==> src/rtl/scanq_pkg.sv <==
package scanq_pkg;
  localparam int CHAN_W = 3;
  localparam int GAIN_W = 4;
  localparam int HOST_W = 8;

  typedef enum logic [1:0] {
    HSEL_INDEX  = 2'd0,
    HSEL_ENTRY  = 2'd1,
    HSEL_LENGTH = 2'd2
  } hsel_e;

  typedef struct packed {
    logic [GAIN_W-1:0] gain;
    logic [CHAN_W-1:0] chan;
  } entry_t;

  function automatic entry_t unpack_byte(input logic [HOST_W-1:0] b);
    entry_t e;
    e.gain = b[7:4];
    e.chan = b[2:0];
    return e;
  endfunction
endpackage

==> src/rtl/scanq_store.sv <==
module scanq_store
  import scanq_pkg::*;
#(
  parameter int DEPTH = 256,
  localparam int IDX_W = $clog2(DEPTH)
) (
  input  logic             clk,
  input  logic             rst_n,
  input  logic             wr_en,
  input  logic [IDX_W-1:0] wr_idx,
  input  entry_t           wr_entry,
  input  logic [IDX_W-1:0] rd_idx,
  output entry_t           rd_entry
);
  entry_t slots [DEPTH];

  always_ff @(posedge clk) begin
    if (!rst_n) begin
      for (int i = 0; i < DEPTH; i++) slots[i] <= '0;
    end else if (wr_en) begin
      slots[wr_idx] <= wr_entry;
    end
  end

  assign rd_entry = slots[rd_idx];
endmodule

==> src/rtl/scanq_rules.sv <==
module scanq_rules #(
  parameter int DEPTH = 256,
  localparam int IDX_W = $clog2(DEPTH)
) (
  input  logic             clk,
  input  logic             rst_n,
  input  logic             wr_en,
  input  logic [IDX_W-1:0] wr_idx,
  input  logic             wr_chan_lsb,
  input  logic [IDX_W-1:0] len_m1,
  output logic             list_error
);
  logic [DEPTH-1:0] mismatch;
  logic [DEPTH-1:0] in_list;

  for (genvar g = 0; g < DEPTH; g++) begin : g_slot
    localparam logic SLOT_LSB = 1'(g % 2);
    always_ff @(posedge clk) begin
      if (!rst_n) mismatch[g] <= SLOT_LSB;
      else if (wr_en && wr_idx == IDX_W'(g)) mismatch[g] <= wr_chan_lsb ^ SLOT_LSB;
    end
    assign in_list[g] = (IDX_W'(g) <= len_m1);
  end

  logic multi;
  logic odd_len;
  assign multi      = (len_m1 != '0);
  assign odd_len    = ~len_m1[0];
  assign list_error = multi && (odd_len || |(mismatch & in_list));
endmodule

==> src/rtl/scanq_walker.sv <==
module scanq_walker #(
  parameter int DEPTH = 256,
  localparam int IDX_W = $clog2(DEPTH)
) (
  input  logic             clk,
  input  logic             rst_n,
  input  logic             start_go,
  input  logic             stop,
  input  logic             ready,
  input  logic [IDX_W-1:0] len_m1,
  output logic             running,
  output logic [IDX_W-1:0] ptr,
  output logic             at_last
);
  assign at_last = (ptr == len_m1);

  always_ff @(posedge clk) begin
    if (!rst_n) begin
      running <= 1'b0;
      ptr     <= '0;
    end else if (stop) begin
      running <= 1'b0;
    end else if (start_go) begin
      running <= 1'b1;
      ptr     <= '0;
    end else if (running && ready) begin
      ptr <= at_last ? '0 : ptr + IDX_W'(1);
    end
  end
endmodule

==> src/rtl/scanq_seq.sv <==
module scanq_seq
  import scanq_pkg::*;
#(
  parameter int DEPTH = 256,
  localparam int IDX_W = $clog2(DEPTH)
) (
  input  logic              clk,
  input  logic              rst_n,
  input  logic              host_wr_en,
  input  logic [1:0]        host_wr_sel,
  input  logic [HOST_W-1:0] host_wr_data,
  input  logic              acq_start,
  input  logic              acq_stop,
  input  logic              conv_ready,
  output logic              out_valid,
  output logic [CHAN_W-1:0] out_chan,
  output logic [GAIN_W-1:0] out_gain,
  output logic              out_unipolar,
  output logic [IDX_W-1:0]  out_index,
  output logic              out_last,
  output logic              list_error
);
  logic [IDX_W-1:0] idx_q;
  logic [IDX_W-1:0] len_m1_q;
  logic             running;
  logic             at_last;
  logic             host_ok;
  logic             entry_we;
  entry_t           wr_entry;
  entry_t           rd_entry;

  assign host_ok  = host_wr_en && !running;
  assign entry_we = host_ok && (host_wr_sel == HSEL_ENTRY);
  assign wr_entry = unpack_byte(host_wr_data);

  always_ff @(posedge clk) begin
    if (!rst_n) begin
      idx_q    <= '0;
      len_m1_q <= '0;
    end else if (host_ok) begin
      if (host_wr_sel == HSEL_INDEX)  idx_q    <= IDX_W'(host_wr_data);
      if (host_wr_sel == HSEL_LENGTH) len_m1_q <= IDX_W'(host_wr_data);
    end
  end

  scanq_store #(.DEPTH(DEPTH)) store_i (
    .clk(clk), .rst_n(rst_n), .wr_en(entry_we), .wr_idx(idx_q),
    .wr_entry(wr_entry), .rd_idx(out_index), .rd_entry(rd_entry)
  );

  scanq_rules #(.DEPTH(DEPTH)) rules_i (
    .clk(clk), .rst_n(rst_n), .wr_en(entry_we), .wr_idx(idx_q),
    .wr_chan_lsb(wr_entry.chan[0]), .len_m1(len_m1_q), .list_error(list_error)
  );

  scanq_walker #(.DEPTH(DEPTH)) walker_i (
    .clk(clk), .rst_n(rst_n),
    .start_go(acq_start && !running && !list_error),
    .stop(acq_stop), .ready(conv_ready), .len_m1(len_m1_q),
    .running(running), .ptr(out_index), .at_last(at_last)
  );

  assign out_valid    = running;
  assign out_chan     = rd_entry.chan;
  assign out_gain     = rd_entry.gain;
  assign out_unipolar = rd_entry.gain[2];
  assign out_last     = running && at_last;
endmodule

==> config.mk <==
export PLATFORM = sky130hd
export DESIGN_NAME = scanq_seq
export DESIGN_NICKNAME = d
export VERILOG_FILES = /design/src/rtl/scanq_pkg.sv /design/src/rtl/scanq_store.sv /design/src/rtl/scanq_rules.sv /design/src/rtl/scanq_walker.sv /design/src/rtl/scanq_seq.sv
export SDC_FILE = /design/constraint.sdc
export NUM_CORES = 2
export LEC_CHECK = 0
export ABC_AREA = 1
export BUFFER_PORTS_ARGS = -buffer_cell sky130_fd_sc_hd__buf_2
export CAP_MARGIN = 40
export CORE_MARGIN = 1
export CORE_UTILIZATION = 55
export DETAILED_ROUTE_END_ITERATION = 8
export PLACE_DENSITY = 0.67
export SYNTH_ARGS = -nofsm -noshare
export SYNTH_HDL_FRONTEND = slang
export SYNTH_SLANG_ARGS = --single-unit
==> constraint.sdc <==
create_clock -name clk -period 6.2 [get_ports clk]
set_input_delay 1.55 -clock clk [delete_from_list [all_inputs] [get_ports clk]]
set_output_delay 1.55 -clock clk [all_outputs]
set_load 0.005 [all_outputs]
**After elaboration in Yosys (flattened, before gate mapping)**

Memory sizes are Yosys's and may differ from the RTL's. A register that Yosys moved wholly into a read port is not among the register bits.
Cells that the tools add are included.
Widths: inputs -> output; s select.

- $add $sub $neg: 1
- Multiply operators: 0
- Div/mod/pow operators: 0
- Order comparisons: 256
- Equality and inequality tests: 258
- Shift-type cells: 0
- Muxes and demuxes: 12
- Bitwise logic cells: 5
- Reductions and logical operators: 276

Operators with widths:

| operator | number |
|---|---|
| $eq 8x8->1 const B | 128 |
| $le 8x8->1 const A | 128 |
| $eq 8x7->1 const B | 64 |
| $le 7x8->1 const A | 64 |
| $logic_and 1x1->1 | 263 |
| $and 256x256->256 | 1 |
| $eq 8x6->1 const B | 32 |
| $le 6x8->1 const A | 32 |
| $reduce_or 256->1 | 1 |
| $eq 8x5->1 const B | 16 |
| $le 5x8->1 const A | 16 |
| $eq 8x4->1 const B | 8 |
| $le 4x8->1 const A | 8 |
| $mux 8 | 6 |
| $eq 8x3->1 const B | 4 |
| $le 3x8->1 const A | 4 |
| $eq 8x2->1 const B | 2 |
| $le 1x8->1 const A | 2 |
| $le 2x8->1 const A | 2 |
| $add 8x1->8 const B | 1 |
| $eq 8x1->1 const B | 1 |
| $eq 8x8->1 | 1 |
| $logic_not 8->1 | 1 |
| $reduce_bool 8->1 | 1 |
| other kinds (12) | 22 |

- Bits in registers: 281
- Latch bits: 0
- Memory bits (writable): 1,792
- Bits in read-only memories: 0
- Bits of input ports: 16
- Output and inout bits: 19
- Logic and storage cells: 1,069
- Memories: 1

Memory list:

| name | words | width | read ports | clocked after Yosys merged registers in | write ports | line | source |
|---|---|---|---|---|---|---|---|
| store_i.slots | 256 | 7 | 1 | 1 | 256 | scanq_store.sv:15 | `entry_t slots [DEPTH];` |

**Logic depth before layout (Yosys ltp)**

- Word-level depth: 11
- Depth in mapped cells: 23
- Gate-level depth less buffers: 22

**By module**

Synthesis repeated with hierarchy kept, for this count alone.

- Cells, all modules: 10,601
- Area, all modules: 96,406.2 sq um

By module, submodules not included:

| module | times used | cells an instance | area each (sq um) | sequential area each (sq um) |
|---|---|---|---|---|
| scanq_store | 1 | 8,471 | 81,295.5 | 53,811.6 |
| scanq_rules | 1 | 1,928 | 13,715.7 | 5,124.9 |
| scanq_seq | 1 | 109 | 782.0 | 320.3 |
| scanq_walker | 1 | 93 | 613.1 | 180.2 |

**Least setup slack after synthesis**

Ideal clock, no wire load.

- Path type: register to output
- Start point: reg (tool-made name)
- End point: out out_gain[2]
- Arrival time: 2,302 ps
- Data required time: 4,650 ps
- Setup slack: 2,348 ps
- Cell stages (with the launch flop): 14
- Path buffers: 5
- Path through: dfxtp_1 -> buf_2 -> clkbuf_1 -> clkbuf_1 -> clkbuf_1 -> o21ai_0 -> o22ai_1 -> nor2_1 -> o22ai_1 -> nor2_1 -> o221ai_1 -> o211ai_1 -> nand2_1 -> buf_4

RTL lines:

| item | line | source |
|---|---|---|
| end, declared | scanq_seq.sv:17 | `output logic [GAIN_W-1:0] out_gain,` |

==> flow_summary.ini <==
[critical_path]
max_stage_delay_ns = 0.53
path_max_fanout = 90
crit_top_cell = o21ai_0
r2r_cells = 16
cp.arrival_ns = 4.71
ff2ff_setup_slack_ns = 1.40
end_kind = output pin
r2r_start = len_m1_q[6]
worstPathRequired_ns = 4.65
crit_path_end = out_gain[0]
slowest_stage = buf_6
path_cells = inv_8 > buf_6 > o21ai_0 > o22ai_1 > o21ai_0 > o22ai_2 > o21ai_0 > o221ai_1 > o211ai_1 > nand2_1 > buf_2
criticalPathCategory = flip-flop to output pin
crit_path_start_kind = flip-flop

[power]
p_sw_mw = 8.58
netSwitchingFraction = 0.265
clkPwrFrac = 0.397
p_leak_nw = 38.8
p_seq_frac = 0.486
powerDensity_mw_per_mm2 = 315
ir_drop_uv = 312
intPower_mw = 23.8
p_comb_frac = 0.117

[drt]
drt_pass1_iterations = 8
vias = 77100
wl_um = 345000
wl_per_cell_um = 28.9
drc_errors = 0
antenna_left = 0
drt-initial-drc-count = 12300
viasPerCell = 6.47

[synthesis]
netlist_instances = 9763
synth_cell_type_count = 40
synth-seq-area-share = 0.640
synth_nets = 9780
yosysWarningCount = 0
synthFlopType = edfxtp_1
synth_largest_area_cell = edfxtp_1
netlist.area_leader.share = 0.578
synth_xor_area_frac = 0.000940
synth_fa_ha_area_frac = 0.000134
netlist_top_cells_area = edfxtp_1 58%, nor2_1 14%, o21ai_0 6.6%
async_flop_share = 0
synth.cell_area_mm2 = 0.0932
synth_top_family_by_area = simple AND/OR/NAND/NOR gates
synth.area.mux_share = 0
postSynthRegisterBits = 2081
synth_edf_count = 1792
synth-simple-area-share = 0.195
syn-mean-instance-area_um2 = 9.54
synth-compound-area-share = 0.125

[global_routing]
grt_max_degree = 157
antenna_found_initial = 20
overflow = 0
grt_pass1_vias = 70500
track_usage = 0.396
grt_pass1_wl_um = 489000

[floorplan]
die_area_mm2 = 0.171
core_mm2 = 0.168
initial_core_util = 0.556
num_rows = 150
die_x_um = 414
die_y_um = 414
io_pins = 35

[sta]
slew_viol_final = 0
slew_headroom = 0.313
fin_ws_ns = -0.0639
finalHoldViolCount = 0
timing.hold.ws_ns = 0.479
fmax_mhz = 160
finClkSkew_ns = 0.0420
rsz0062_at_grt = yes
tightestPinTransition_ns = 1.03
finalSetupViolCount = 5
post-route-period-util = 1.01
period_minus_slack_ns = 6.26

[cts]
numCtsBuffers = 209
path_clk_slew_ns = 0.07
clock_latency_ns = 0.90
ctsHtreeMaxLevel = 4
tritoncts = built
clkSinkCount = 2081
root_buffer = clkbuf_16
clockBufferDepth = 3
cts_hold_buf = 0

[cells_and_area]
fin_cells = 11900
fill_cells = 13900
areaGrowthSynthToFinish_pct = 10.6
num-nets-final = 9539
drive_gt1_frac = 0.0798

[run_status]
violations = setup timing
status = complete, but fails checks

[placed_design]
gp_congestion = 1.04
port_buffers = 34
dp.cells = 11500
hpwl_um = 225000

[hold_path]
hp-class = flip-flop to flip-flop

[job]
drv_cap = 0
## worst min path at each step
stage,startpoint,end,slack (ns),cells past startpoint
after global placement,rules_i.mismatch[83],rules_i.mismatch[83],0.47,2
after global routing,rules_i.mismatch[130],rules_i.mismatch[130],0.50,2
after detailed placement,rules_i.mismatch[130],rules_i.mismatch[130],0.47,2
after floorplan,rules_i.mismatch[195],rules_i.mismatch[195],0.43,2
final,rules_i.mismatch[130],rules_i.mismatch[130],0.48,2
after CTS,rules_i.mismatch[130],rules_i.mismatch[130],0.48,2
## stage by stage
step	total power [mW]	setup WS, ns	area [um^2]	TNS (ns)	utilization
after floorplan	18.0	2.35	93200	0	-
after global placement	19.6	0.770	95500	0	0.570
after detailed placement	19.7	0.819	96000	0	0.573
after CTS	32.2	0.00896	103000	0	0.614
after global routing	33.1	-0.0459	103000	-0.0459	0.615
final	32.4	-0.0639	103000	-0.169	0.615
## synth_stat cells, types with 40 or more instances
library cell  instances
nand2_1             749
nand3_1             419
buf_1                41
nor2_1             3407
o22ai_1             578
clkbuf_1            660
inv_1               183
a31o_2               89
o21ai_0            1238
o211ai_1             55
buf_2                40
edfxtp_1           1792
a21oi_1              60
dfxtp_1             289
## per-layer routing
layer / GRT usage / vias up / share of wire
met5: 0 / - / 0.00057
met4: 0.223 / 22 / 0.064
met3: 0.101 / 887 / 0.13
met2: 0.576 / 5287 / 0.43
met1: 0.542 / 37500 / 0.37
li1: - / 33400 / -
## worst max-delay path: cells and delay by family (launching register included)
family	cells	cell delay [ns]
AOI/OAI and AO/OA	7	1.81
buffers and inverters	3	1.14
DFF	1	0.38
and+or+nand+nor	1	0.35
## layout make-up
class / instances / area [um^2] / area share
Clock inverter: 73 / 840 / 0.00815
Antenna cell: 5 / 12.5 / 0.000121
Sequential cell: 2081 / 59600 / 0.579
Timing Repair Buffer: 294 / 2790 / 0.0270
Multi-Input combinational cell: 6728 / 30100 / 0.292
Clock buffer: 323 / 6050 / 0.0587
Inverter: 208 / 867 / 0.00842
Tap cell: 2204 / 2760 / 0.0268
## cells by family after synthesis
logic type	Yosys count
AND/OR/NAND/NOR	4651
flip-flops	2081
AO/OA/AOI/OAI	2066
buffers and inverters	954
XOR/XNOR	10
adder cells (fa/ha/maj)	1
## layout by cell type, fill, tap and decap left out, drive strengths merged, types with 3 or more instances in the layout
| master | netlist | layout |
|---|---|---|
| o31ai | 4 | 4 |
| clkinv | 18 | 59 |
| diode | 0 | 5 |
| edfxtp | 1792 | 1792 |
| nand4 | 23 | 23 |
| a31o | 89 | 89 |
| nor3 | 25 | 25 |
| inv | 190 | 203 |
| a21oi | 60 | 60 |
| or2 | 11 | 11 |
| clkinvlp | 0 | 4 |
| o211ai | 55 | 55 |
| xor2 | 4 | 4 |
| o221ai | 14 | 14 |
| dfxtp | 289 | 289 |
| a211oi | 5 | 5 |
| buf | 86 | 292 |
| bufinv | 0 | 15 |
| o21ai | 1242 | 1242 |
| nand3 | 419 | 419 |
| o22ai | 578 | 578 |
| nand2 | 752 | 752 |
| xnor2 | 6 | 6 |
| o32ai | 9 | 9 |
| clkbuf | 660 | 325 |
| nand3b | 3 | 3 |
| a31oi | 6 | 6 |
| nor2 | 3416 | 3416 |
## power groups by stage
stage	Clock [mW]	Sequential (mW)	Combinational (mW)
floorplan	0	15.9	2.10
global placement	0	16.0	3.57
detailed placement	0	16.0	3.63
CTS	12.9	15.7	3.64
global route	13.4	15.8	3.97
finish	12.9	15.7	3.81
## flip-flops by register name (all words and copies together), names as in the netlist, named ones only
signal	cells
store_i.slots	1792
rules_i.mismatch	256
idx_q	8
len_m1_q	8
walker_i.ptr	8
walker_i.running	1
## timing repair
| item | CTS | global route |
|---|---|---|
| gates cloned | 0 | 2 |
| gates resized for setup | 5 | 18 |
| endpoints found under the setup margin | 7 | 7 |
| hold endpoints to repair | 0 | 0 |
| setup buffers | 0 | 0 |
(Power assumes the default switching activity.)
